[src/rtl/sweep_gate_pkg.sv]
package sweep_gate_pkg;
  typedef logic [1:0] range_sel_t;

  // Holdoff grows by 4x per range step
  function automatic int unsigned holdoff_len(int unsigned base, range_sel_t sel);
    return base << (2 * int'(sel));
  endfunction
endpackage

[src/rtl/sg_trig_edge.sv]
module sg_trig_edge #(
  parameter int unsigned STAGES = 2
) (
  input  logic clk_i,
  input  logic rst_ni,
  input  logic trig_i,
  output logic lvl_o,
  output logic rise_o,
  output logic fall_o
);
  logic [STAGES-1:0] sh_q;
  logic              prev_q;

  always_ff @(posedge clk_i or negedge rst_ni) begin
    if (!rst_ni) begin
      sh_q   <= '1;
      prev_q <= 1'b1;
    end else begin
      sh_q   <= {sh_q[STAGES-2:0], trig_i};
      prev_q <= sh_q[STAGES-1];
    end
  end

  assign lvl_o  = sh_q[STAGES-1];
  assign rise_o = lvl_o & ~prev_q;
  assign fall_o = ~lvl_o & prev_q;
endmodule

[src/rtl/sg_holdoff_timer.sv]
module sg_holdoff_timer
  import sweep_gate_pkg::*;
#(
  parameter int unsigned HOLDOFF_BASE = 4
) (
  input  logic       clk_i,
  input  logic       rst_ni,
  input  logic       start_i,
  input  range_sel_t range_sel_i,
  output logic       busy_o,
  output logic       start_pulse_o
);
  localparam int unsigned MAX_LEN = HOLDOFF_BASE << 6;
  localparam int unsigned CW      = $clog2(MAX_LEN + 1);

  logic [CW-1:0] cnt_q;
  logic          busy_q, pulse_q;
  logic          start_ok;

  assign start_ok = start_i & ~busy_q;

  always_ff @(posedge clk_i or negedge rst_ni) begin
    if (!rst_ni) begin
      cnt_q   <= '0;
      busy_q  <= 1'b0;
      pulse_q <= 1'b0;
    end else begin
      pulse_q <= start_ok;
      if (start_ok) begin
        busy_q <= 1'b1;
        cnt_q  <= CW'(holdoff_len(HOLDOFF_BASE, range_sel_i) - 1);
      end else if (busy_q) begin
        if (cnt_q == '0) busy_q <= 1'b0;
        else             cnt_q  <= cnt_q - 1'b1;
      end
    end
  end

  assign busy_o        = busy_q;
  assign start_pulse_o = pulse_q;
endmodule

[src/rtl/sg_auto_timer.sv]
module sg_auto_timer #(
  parameter int unsigned AUTO_TIMEOUT = 20_000_000
) (
  input  logic clk_i,
  input  logic rst_ni,
  input  logic enable_i,
  input  logic edge_i,
  output logic flag_o
);
  localparam int unsigned CW = $clog2(AUTO_TIMEOUT + 1);

  logic [CW-1:0] cnt_q;
  logic          flag_q;

  always_ff @(posedge clk_i or negedge rst_ni) begin
    if (!rst_ni) begin
      cnt_q  <= '0;
      flag_q <= 1'b0;
    end else if (!enable_i || edge_i) begin
      cnt_q  <= '0;
      flag_q <= 1'b0;
    end else if (cnt_q == CW'(AUTO_TIMEOUT - 1)) begin
      flag_q <= 1'b1;
    end else begin
      cnt_q <= cnt_q + 1'b1;
    end
  end

  assign flag_o = flag_q;
endmodule

[src/rtl/sweep_gate_ctrl.sv]
module sweep_gate_ctrl
  import sweep_gate_pkg::*;
#(
  parameter int unsigned HOLDOFF_BASE = 4,
  parameter int unsigned AUTO_TIMEOUT = 20_000_000,
  parameter int unsigned SYNC_STAGES  = 2
) (
  input  logic       clk_i,
  input  logic       rst_ni,
  input  logic       trig_i,
  input  logic       eos_i,
  input  logic       ramp_reset_done_i,
  input  logic [1:0] range_sel_i,
  input  logic       auto_mode_i,
  input  logic       xy_mode_i,
  output logic       sweep_gate_o,
  output logic       ramp_reset_o,
  output logic       holdoff_o,
  output logic       sync_pulse_o,
  output logic       auto_base_o
);
  logic trig_lvl, trig_rise, trig_fall;
  logic hold_busy, auto_flag;
  logic chain_clr;
  logic arm_q, gate_q;

  sg_trig_edge #(.STAGES(SYNC_STAGES)) u_edge (
    .clk_i  (clk_i),
    .rst_ni (rst_ni),
    .trig_i (trig_i),
    .lvl_o  (trig_lvl),
    .rise_o (trig_rise),
    .fall_o (trig_fall)
  );

  sg_holdoff_timer #(.HOLDOFF_BASE(HOLDOFF_BASE)) u_hold (
    .clk_i         (clk_i),
    .rst_ni        (rst_ni),
    .start_i       (eos_i & ~xy_mode_i),
    .range_sel_i   (range_sel_t'(range_sel_i)),
    .busy_o        (hold_busy),
    .start_pulse_o (sync_pulse_o)
  );

  sg_auto_timer #(.AUTO_TIMEOUT(AUTO_TIMEOUT)) u_auto (
    .clk_i    (clk_i),
    .rst_ni   (rst_ni),
    .enable_i (auto_mode_i),
    .edge_i   (trig_rise | trig_fall),
    .flag_o   (auto_flag)
  );

  // Both stages held clear by holdoff, unfinished ramp reset or X-Y lockout
  assign chain_clr = hold_busy | ~ramp_reset_done_i | xy_mode_i;

  always_ff @(posedge clk_i or negedge rst_ni) begin
    if (!rst_ni) begin
      arm_q  <= 1'b0;
      gate_q <= 1'b0;
    end else if (chain_clr) begin
      arm_q  <= 1'b0;
      gate_q <= 1'b0;
    end else begin
      // Low trigger level arms; stays armed if already low at release
      arm_q  <= arm_q | ~trig_lvl;
      gate_q <= gate_q | (arm_q & trig_rise) | auto_flag;
    end
  end

  assign sweep_gate_o = gate_q;
  assign ramp_reset_o = ~gate_q;
  assign holdoff_o    = hold_busy;
  assign auto_base_o  = auto_flag;
endmodule

[config.mk]
export PLATFORM = sky130hd
export DESIGN_NAME = sweep_gate_ctrl
export DESIGN_NICKNAME = d
export VERILOG_FILES = /design/src/rtl/sweep_gate_pkg.sv /design/src/rtl/sg_trig_edge.sv /design/src/rtl/sg_holdoff_timer.sv /design/src/rtl/sg_auto_timer.sv /design/src/rtl/sweep_gate_ctrl.sv
export SDC_FILE = /design/constraint.sdc
export NUM_CORES = 1
export LEC_CHECK = 0
export BUFFER_PORTS_ARGS = -buffer_cell sky130_fd_sc_hd__buf_2
export CORE_ASPECT_RATIO = 1.25
export CORE_MARGIN = 10
export CORE_UTILIZATION = 50
export DETAILED_ROUTE_END_ITERATION = 12
export GPL_TIMING_DRIVEN = 0
export PLACE_DENSITY = 0.7
export SYNTH_ARGS = -nofsm -noshare
export SYNTH_HDL_FRONTEND = slang
export SYNTH_HIERARCHICAL = 1
export SYNTH_SLANG_ARGS = --single-unit
[constraint.sdc]
create_clock -name clk_i -period 1.65 [get_ports clk_i]
set_input_delay 0.0825 -clock clk_i [delete_from_list [all_inputs] [get_ports clk_i]]
set_output_delay 0.0825 -clock clk_i [all_outputs]
set_load 0.01 [all_outputs]
==> results of run 1 <==
==> Yosys cell counts, types with 5 or more instances <==
cell type	number	area (µm²)
dfrtp_1	39	976
nor2_1	26	97.6
xnor2_1	15	131
nand2_1	13	48.8
a21oi_1	11	55.1
or3_1	11	68.8
o21ai_0	10	50.1
nand3_1	9	45.0
nor3_1	9	45.0
inv_1	8	30.0
nor4_1	7	43.8
a31oi_1	6	37.5
clkbuf_1	5	18.8
nand4_1	5	31.3
nor2b_1	5	31.3
==> metrics by stage <==
step / util (%) / hold slack [ns]
after CTS: 65.3 / 0.0812
final: 72.5 / 0.0893
after global routing: 72.5 / 0.101
after detailed placement: 56.1 / 0.189
after floorplan: - / -0.213
after global placement: 56.1 / 0.189
==> layout make-up <==
cell class              count  area share, %
well taps                  56           2.32
repair buffers             39           10.7
multi-input cells         166           44.0
inverters                   8          0.994
clock buffers               7           2.86
flip-flops and latches     42           35.4
clock inverters             1          0.994
plain buffers               7           2.69
==> critical path: stages, from the launching register on <==
cell and delay (ns):
dfrtp_1 0.40, or4b_4 0.56, nand2b_4 0.18, nor4_4 0.27, buf_6 0.19, mux2i_1 0.18
nor2_1 0.06
==> sequential cells by signal, indices dropped and copies added (netlist names) <==
| name | count |
|---|---|
| arm_q | 1 |
| u_hold/start_pulse_o | 1 |
| u_auto/cnt_q | 25 |
| sweep_gate_o | 1 |
| u_hold/busy_o | 1 |
| u_hold/cnt_q | 9 |
| u_edge/prev_q | 1 |
| u_auto/flag_o | 1 |
| u_edge/sh_q | 2 |
==> cell families after synthesis <==
group,share of synthesized area (%)
simple gates,30.9
flops,48.0
buf+inv,3.19
compound gates,9.21
fa+ha+maj,0.569
xor+xnor,6.77
mux,1.37
==> power groups by stage <==
stage               clock network [mW]  logic (mW)  registers [mW]
floorplan                            0       0.426            1.31
global placement                     0       0.539            1.34
detailed placement                   0       0.558            1.34
CTS                              0.853       0.568            1.33
global route                     0.893       0.740            1.38
finish                           0.839       0.644            1.35
==> path summary, 6_finish.rpt <==
check	endpoint	slack (ns)
min in group asynchronous	u_auto/cnt_q[4]	0.46
min reg2reg	u_edge/sh_q[1]	0.36
min	arm_q	0.09
max in group asynchronous	u_auto/cnt_q[0]	0.54
max	u_auto/cnt_q[1]	-0.30
max reg2reg	u_auto/cnt_q[1]	-0.30
==> routing by layer <==
metal / up-vias / global-route usage, % / part of all wire, %
li1: 891 / - / -
met1: 947 / 16.0 / 42
met2: 53 / 25.0 / 51
met3: 14 / 3.07 / 3.7
met4: 0 / 6.14 / 2.9
met5: - / 0 / 0
==> what timing repair did <==
item	in CTS	in global routing
endpoints found under the hold margin	40	0
gates cloned	2	1
resized for setup	32	42
setup endpoints to repair	26	28
hold buffers	2	0
pin swaps	5	27
buffers inserted	8	13
==> flow_metrics.env, run 1 <==
export IMPL_worst_setup_path_type="reg -> reg"
export IMPL_ys_ff_latch=42
export IMPL_seq_area_mm2=0.00107
export IMPL_clkSlewWorstSetupHoldPaths_ns=0.08
export IMPL_rr_worst_depth=6
export IMPL_post_dp_hpwl_mm=3.00
export IMPL_layout_setup_ws_ns=-0.297
export IMPL_syn_area_per_cell_um2=9.82
export IMPL_grt_usage_pct=14.2
export IMPL_worst_ep_required_time_ns=1.83
export IMPL_synth_ff_type="dfrtp_1"
export IMPL_async_flop_share_pct=100
export IMPL_power_mw=2.84
export IMPL_internal_power_mw=1.97
export IMPL_mostFrequentLayoutCell="dfrtp_1"
export IMPL_pwr_share_comb_pct=22.7
export IMPL_tns_ns=-3.05
export IMPL_vias_per_cell=5.84
export IMPL_drt_pre_antenna_iters=4
export IMPL_fill_cells=307
export IMPL_power_frac_clock_pct=29.6
export IMPL_fin_skew_ns=0.00783
export IMPL_slew_headroom_pct=38.3
export IMPL_syn_num_nets=234
export IMPL_synth_edf_count=0
export IMPL_cts_made_buffers=5
export IMPL_die_w_um=79.3
export IMPL_detail_route_wl_per_cell_um=17.0
export IMPL_clk_path_buf_depth=2
export IMPL_cp_end_kind="flop"
export IMPL_fp_dieH_um=94.2
export IMPL_p_switching_mw=0.870
export IMPL_hp_start="xy_mode_i"
export IMPL_startpoint_type="flop"
export IMPL_rr_startpoint="u_auto/cnt_q[8]"
export IMPL_timing_critical_path_from="u_auto/cnt_q[8]"
export IMPL_dp_slack_ns=-0.263
export IMPL_diodes=0
export IMPL_num_io_pins=14
export IMPL_syn_inst=224
export IMPL_violations="negative setup slack"
export IMPL_max_freq_mhz=514
export IMPL_syn_to_final_growth_pct=37.3
export IMPL_dieArea_mm2=0.00747
export IMPL_drtIter0Drc=147
export IMPL_switching_share_pct=30.7
export IMPL_status="complete, but fails checks"
export IMPL_core_area_mm2=0.00416
export IMPL_cts_root_buf="clkbuf_8"
export IMPL_final_area_mm2=0.00302
export IMPL_multi_input_area_mm2=0.00133
export IMPL_p_seq_share_pct=47.7
export IMPL_maxCapViolations=0
export IMPL_min_path_type="in -> reg"
export IMPL_insertion_delay_ns=0.29
export IMPL_ir_drop_mv=0.897
export IMPL_min_period_ns=1.95
export IMPL_rsz0062_at_grt="yes"
export IMPL_grt_max_degree=43
export IMPL_wl_mm=5.56
export IMPL_powerDensity_mw_per_mm2=939
export IMPL_vias=1905
export IMPL_clkSinkCount=42
export IMPL_crit_arrival_ns=2.13
export IMPL_grt_pass1_vias=1874
export IMPL_grt_overflow=0
export IMPL_finalSetupViolCount=19
export IMPL_leakagePower_nw=1.38
export IMPL_grt_first_pass_wirelength_mm=8.60
export IMPL_crit_fanout=5
export IMPL_drcViolationCount=0
export IMPL_cts_tree="built"
export IMPL_gp_routability_congestion=0.761
export IMPL_instances_no_fill=326
export IMPL_final_antenna_net_count=0
export IMPL_place_area_mm2=0.00234
export IMPL_fp_row_count=26
export IMPL_start_util_pct=52.8
export IMPL_placed_cells=293
export IMPL_ys_types=45
export IMPL_tightest_slew_ns=0.926
export IMPL_antenna_found_initial=0
export IMPL_layout_common_cells="dfrtp_1, nor2_1, buf_4"
export IMPL_htree_num_levels=2
export IMPL_maxSlewViolCount=0
export IMPL_yosysSeqAreaShare_pct=48.0
export IMPL_hold_violations=0
export IMPL_fin_nets=279
export IMPL_hold_depth=3
export IMPL_drive_gt1_share_pct=38.5
export IMPL_portBuffers=13
export IMPL_ys_warn_count=6
export IMPL_timing_final_crit_share_pct=118
export IMPL_syn_area_mm2=0.00220
Note: power is estimated with default switching activity, not from simulation.
==> run 2: changes to the inputs <==
CTS_BUF_LIST = sky130_fd_sc_hd__clkbuf_8 sky130_fd_sc_hd__clkbuf_16   (was unset)
==> run 2 against run 1 <==
- the run still ends with negative setup slack left
- total power decreased by 0.24%
- cell area unchanged
- fmax unchanged
- clock-buffer cell count decreased by 1
- combinational power about the same
- sequential share of layout area unchanged
- die area unchanged
- sequential cell count unchanged
- cell count unchanged
==> flow_metrics.env, run 2 (synthesized netlist as in run 1, its figures left out) <==
export IMPL_gp_routability_congestion=0.761
export IMPL_rr_worst_depth=6
export IMPL_drive_gt1_share_pct=38.5
export IMPL_layout_common_cells="dfrtp_1, nor2_1, buf_4"
export IMPL_fin_nets=279
export IMPL_maxSlewViolCount=0
export IMPL_worst_ep_required_time_ns=1.83
export IMPL_wl_mm=5.56
export IMPL_crit_slowest_cell="or4b_4"
export IMPL_leakagePower_nw=1.39
export IMPL_post_route_util_pct=72.5
export IMPL_placed_cells=293
export IMPL_top_register="u_auto/cnt_q"
export IMPL_dp_slack_ns=-0.263
export IMPL_detail_route_wl_per_cell_um=17.0
export IMPL_power_mw=2.83
export IMPL_instances_no_fill=326
export IMPL_fp_row_count=26
export IMPL_drt_pre_antenna_iters=4
export IMPL_final_area_mm2=0.00302
export IMPL_start_util_pct=52.8
export IMPL_drtIter0Drc=147
export IMPL_whs_ns=0.0893
export IMPL_vias_per_cell=5.85
export IMPL_clkSinkCount=42
export IMPL_post_dp_hpwl_mm=3.00
export IMPL_tightest_slew_ns=0.925
export IMPL_mostFrequentLayoutCell="dfrtp_1"
export IMPL_grt_first_pass_wirelength_mm=8.60
export IMPL_clkSlewWorstSetupHoldPaths_ns=0.08
export IMPL_dieArea_mm2=0.00747
export IMPL_antenna_found_initial=0
export IMPL_slew_headroom_pct=38.3
export IMPL_grt_pass1_vias=1874
export IMPL_largest_reg_flops=25
export IMPL_timing_final_crit_share_pct=118
export IMPL_portBuffers=13
export IMPL_cp_end_kind="flop"
export IMPL_worst_setup_path_type="reg -> reg"
export IMPL_status="complete, but fails checks"
export IMPL_cp_cell_sequence="or4b_4 -> nand2b_4 -> nor4_4 -> buf_6 -> mux2i_1 -> nor2_1"
export IMPL_startpoint_type="flop"
export IMPL_min_period_ns=1.95
export IMPL_grt_usage_pct=14.2
export IMPL_hold_depth=3
export IMPL_cts_tree="built"
export IMPL_min_path_type="in -> reg"
export IMPL_final_antenna_net_count=0
export IMPL_die_w_um=79.3
export IMPL_fill_cells=307
export IMPL_num_io_pins=14
export IMPL_vias=1906
export IMPL_crit_arrival_ns=2.13
export IMPL_fin_skew_ns=0.00783
export IMPL_hold_violations=0
export IMPL_slowest_delay_ns=0.56
export IMPL_insertion_delay_ns=0.29
export IMPL_htree_num_levels=2
export IMPL_maxCapViolations=0
export IMPL_rsz0062_at_grt="yes"
export IMPL_finalSetupViolCount=19
export IMPL_violations="negative setup slack"
export IMPL_clk_path_buf_depth=2
export IMPL_tns_ns=-3.05
export IMPL_path_buf_inv=1
export IMPL_diodes=0
export IMPL_grt_overflow=0
export IMPL_powerDensity_mw_per_mm2=937
export IMPL_reg_top3="u_auto/cnt_q: 25 flops, u_hold/cnt_q: 9 flops, u_edge/sh_q: 2 flops"
export IMPL_cts_root_buf="clkbuf_8"
export IMPL_max_freq_mhz=514
export IMPL_fp_dieH_um=94.2
export IMPL_ir_drop_mv=0.896
export IMPL_drcViolationCount=0
export IMPL_cts_made_buffers=5
export IMPL_reg2reg_slack_ns=-0.30
export IMPL_crit_cells=6
export IMPL_crit_fanout=5
export IMPL_core_area_mm2=0.00416
export IMPL_cpLargestDelayFamily="simple AND/OR/NAND/NOR gates"
export IMPL_place_area_mm2=0.00234
export IMPL_layout_setup_ws_ns=-0.297
export IMPL_syn_to_final_growth_pct=37.3
export IMPL_grt_max_degree=43
==> run 2: changes by cell type in the layout (fill, tap and decap cells not counted) <==
cell / delta
clkbuf_1: -1
inv_1: +1
==> run 2: layout make-up <==
class                   count  area [µm²]  area share [%]
plain buffers               7        81.3            2.69
clock buffers               6        82.6            2.73
clock inverters             2        33.8            1.12
inverters                   8        30.0           0.994
multi-input cells         166        1330            44.0
flip-flops and latches     42        1070            35.4
well taps                  56        70.1            2.32
repair buffers             39         324            10.7
==> run 2: path summary, 6_finish.rpt <==
path,from,end
setup reg to reg,u_auto/cnt_q[8],u_auto/cnt_q[1]
hold / removal,xy_mode_i,arm_q
max in group asynchronous,rst_ni,u_auto/cnt_q[0]
setup / recovery,u_auto/cnt_q[8],u_auto/cnt_q[1]
hold reg to reg,u_edge/sh_q[0],u_edge/sh_q[1]
min in group asynchronous,rst_ni,u_auto/cnt_q[4]
==> run 2: worst reg2reg max path: stages, from the launching register on <==
cell and delay [ns]:
dfrtp_1 0.40, or4b_4 0.56, nand2b_4 0.18, nor4_4 0.28, buf_6 0.19, mux2i_1 0.18
nor2_1 0.06
==> run 2: power by group <==
group          internal [mW]  switching, mW  leakage, nW
sequential              1.16          0.194        0.537
clock                  0.487          0.345       0.0626
combinational          0.313          0.331        0.788
total                   1.96          0.870         1.39
==> run 2: repair_timing <==
action                                  CTS  global route
gates resized for setup                  32            42
endpoints found under the setup margin   26            28
setup buffers                             8            13
endpoints found under the hold margin    40             0
cloned                                    2             1
pin swaps                                 5            27
hold buffers                              2             0
==> run 2: per-layer routing <==
| metal | global-route usage [%] | part of all wire (%) |
|---|---|---|
| met5 | 0 | 0 |
| met4 | 6.14 | 2.9 |
| met3 | 3.07 | 3.7 |
| met2 | 25.0 | 51 |
| met1 | 16.0 | 42 |
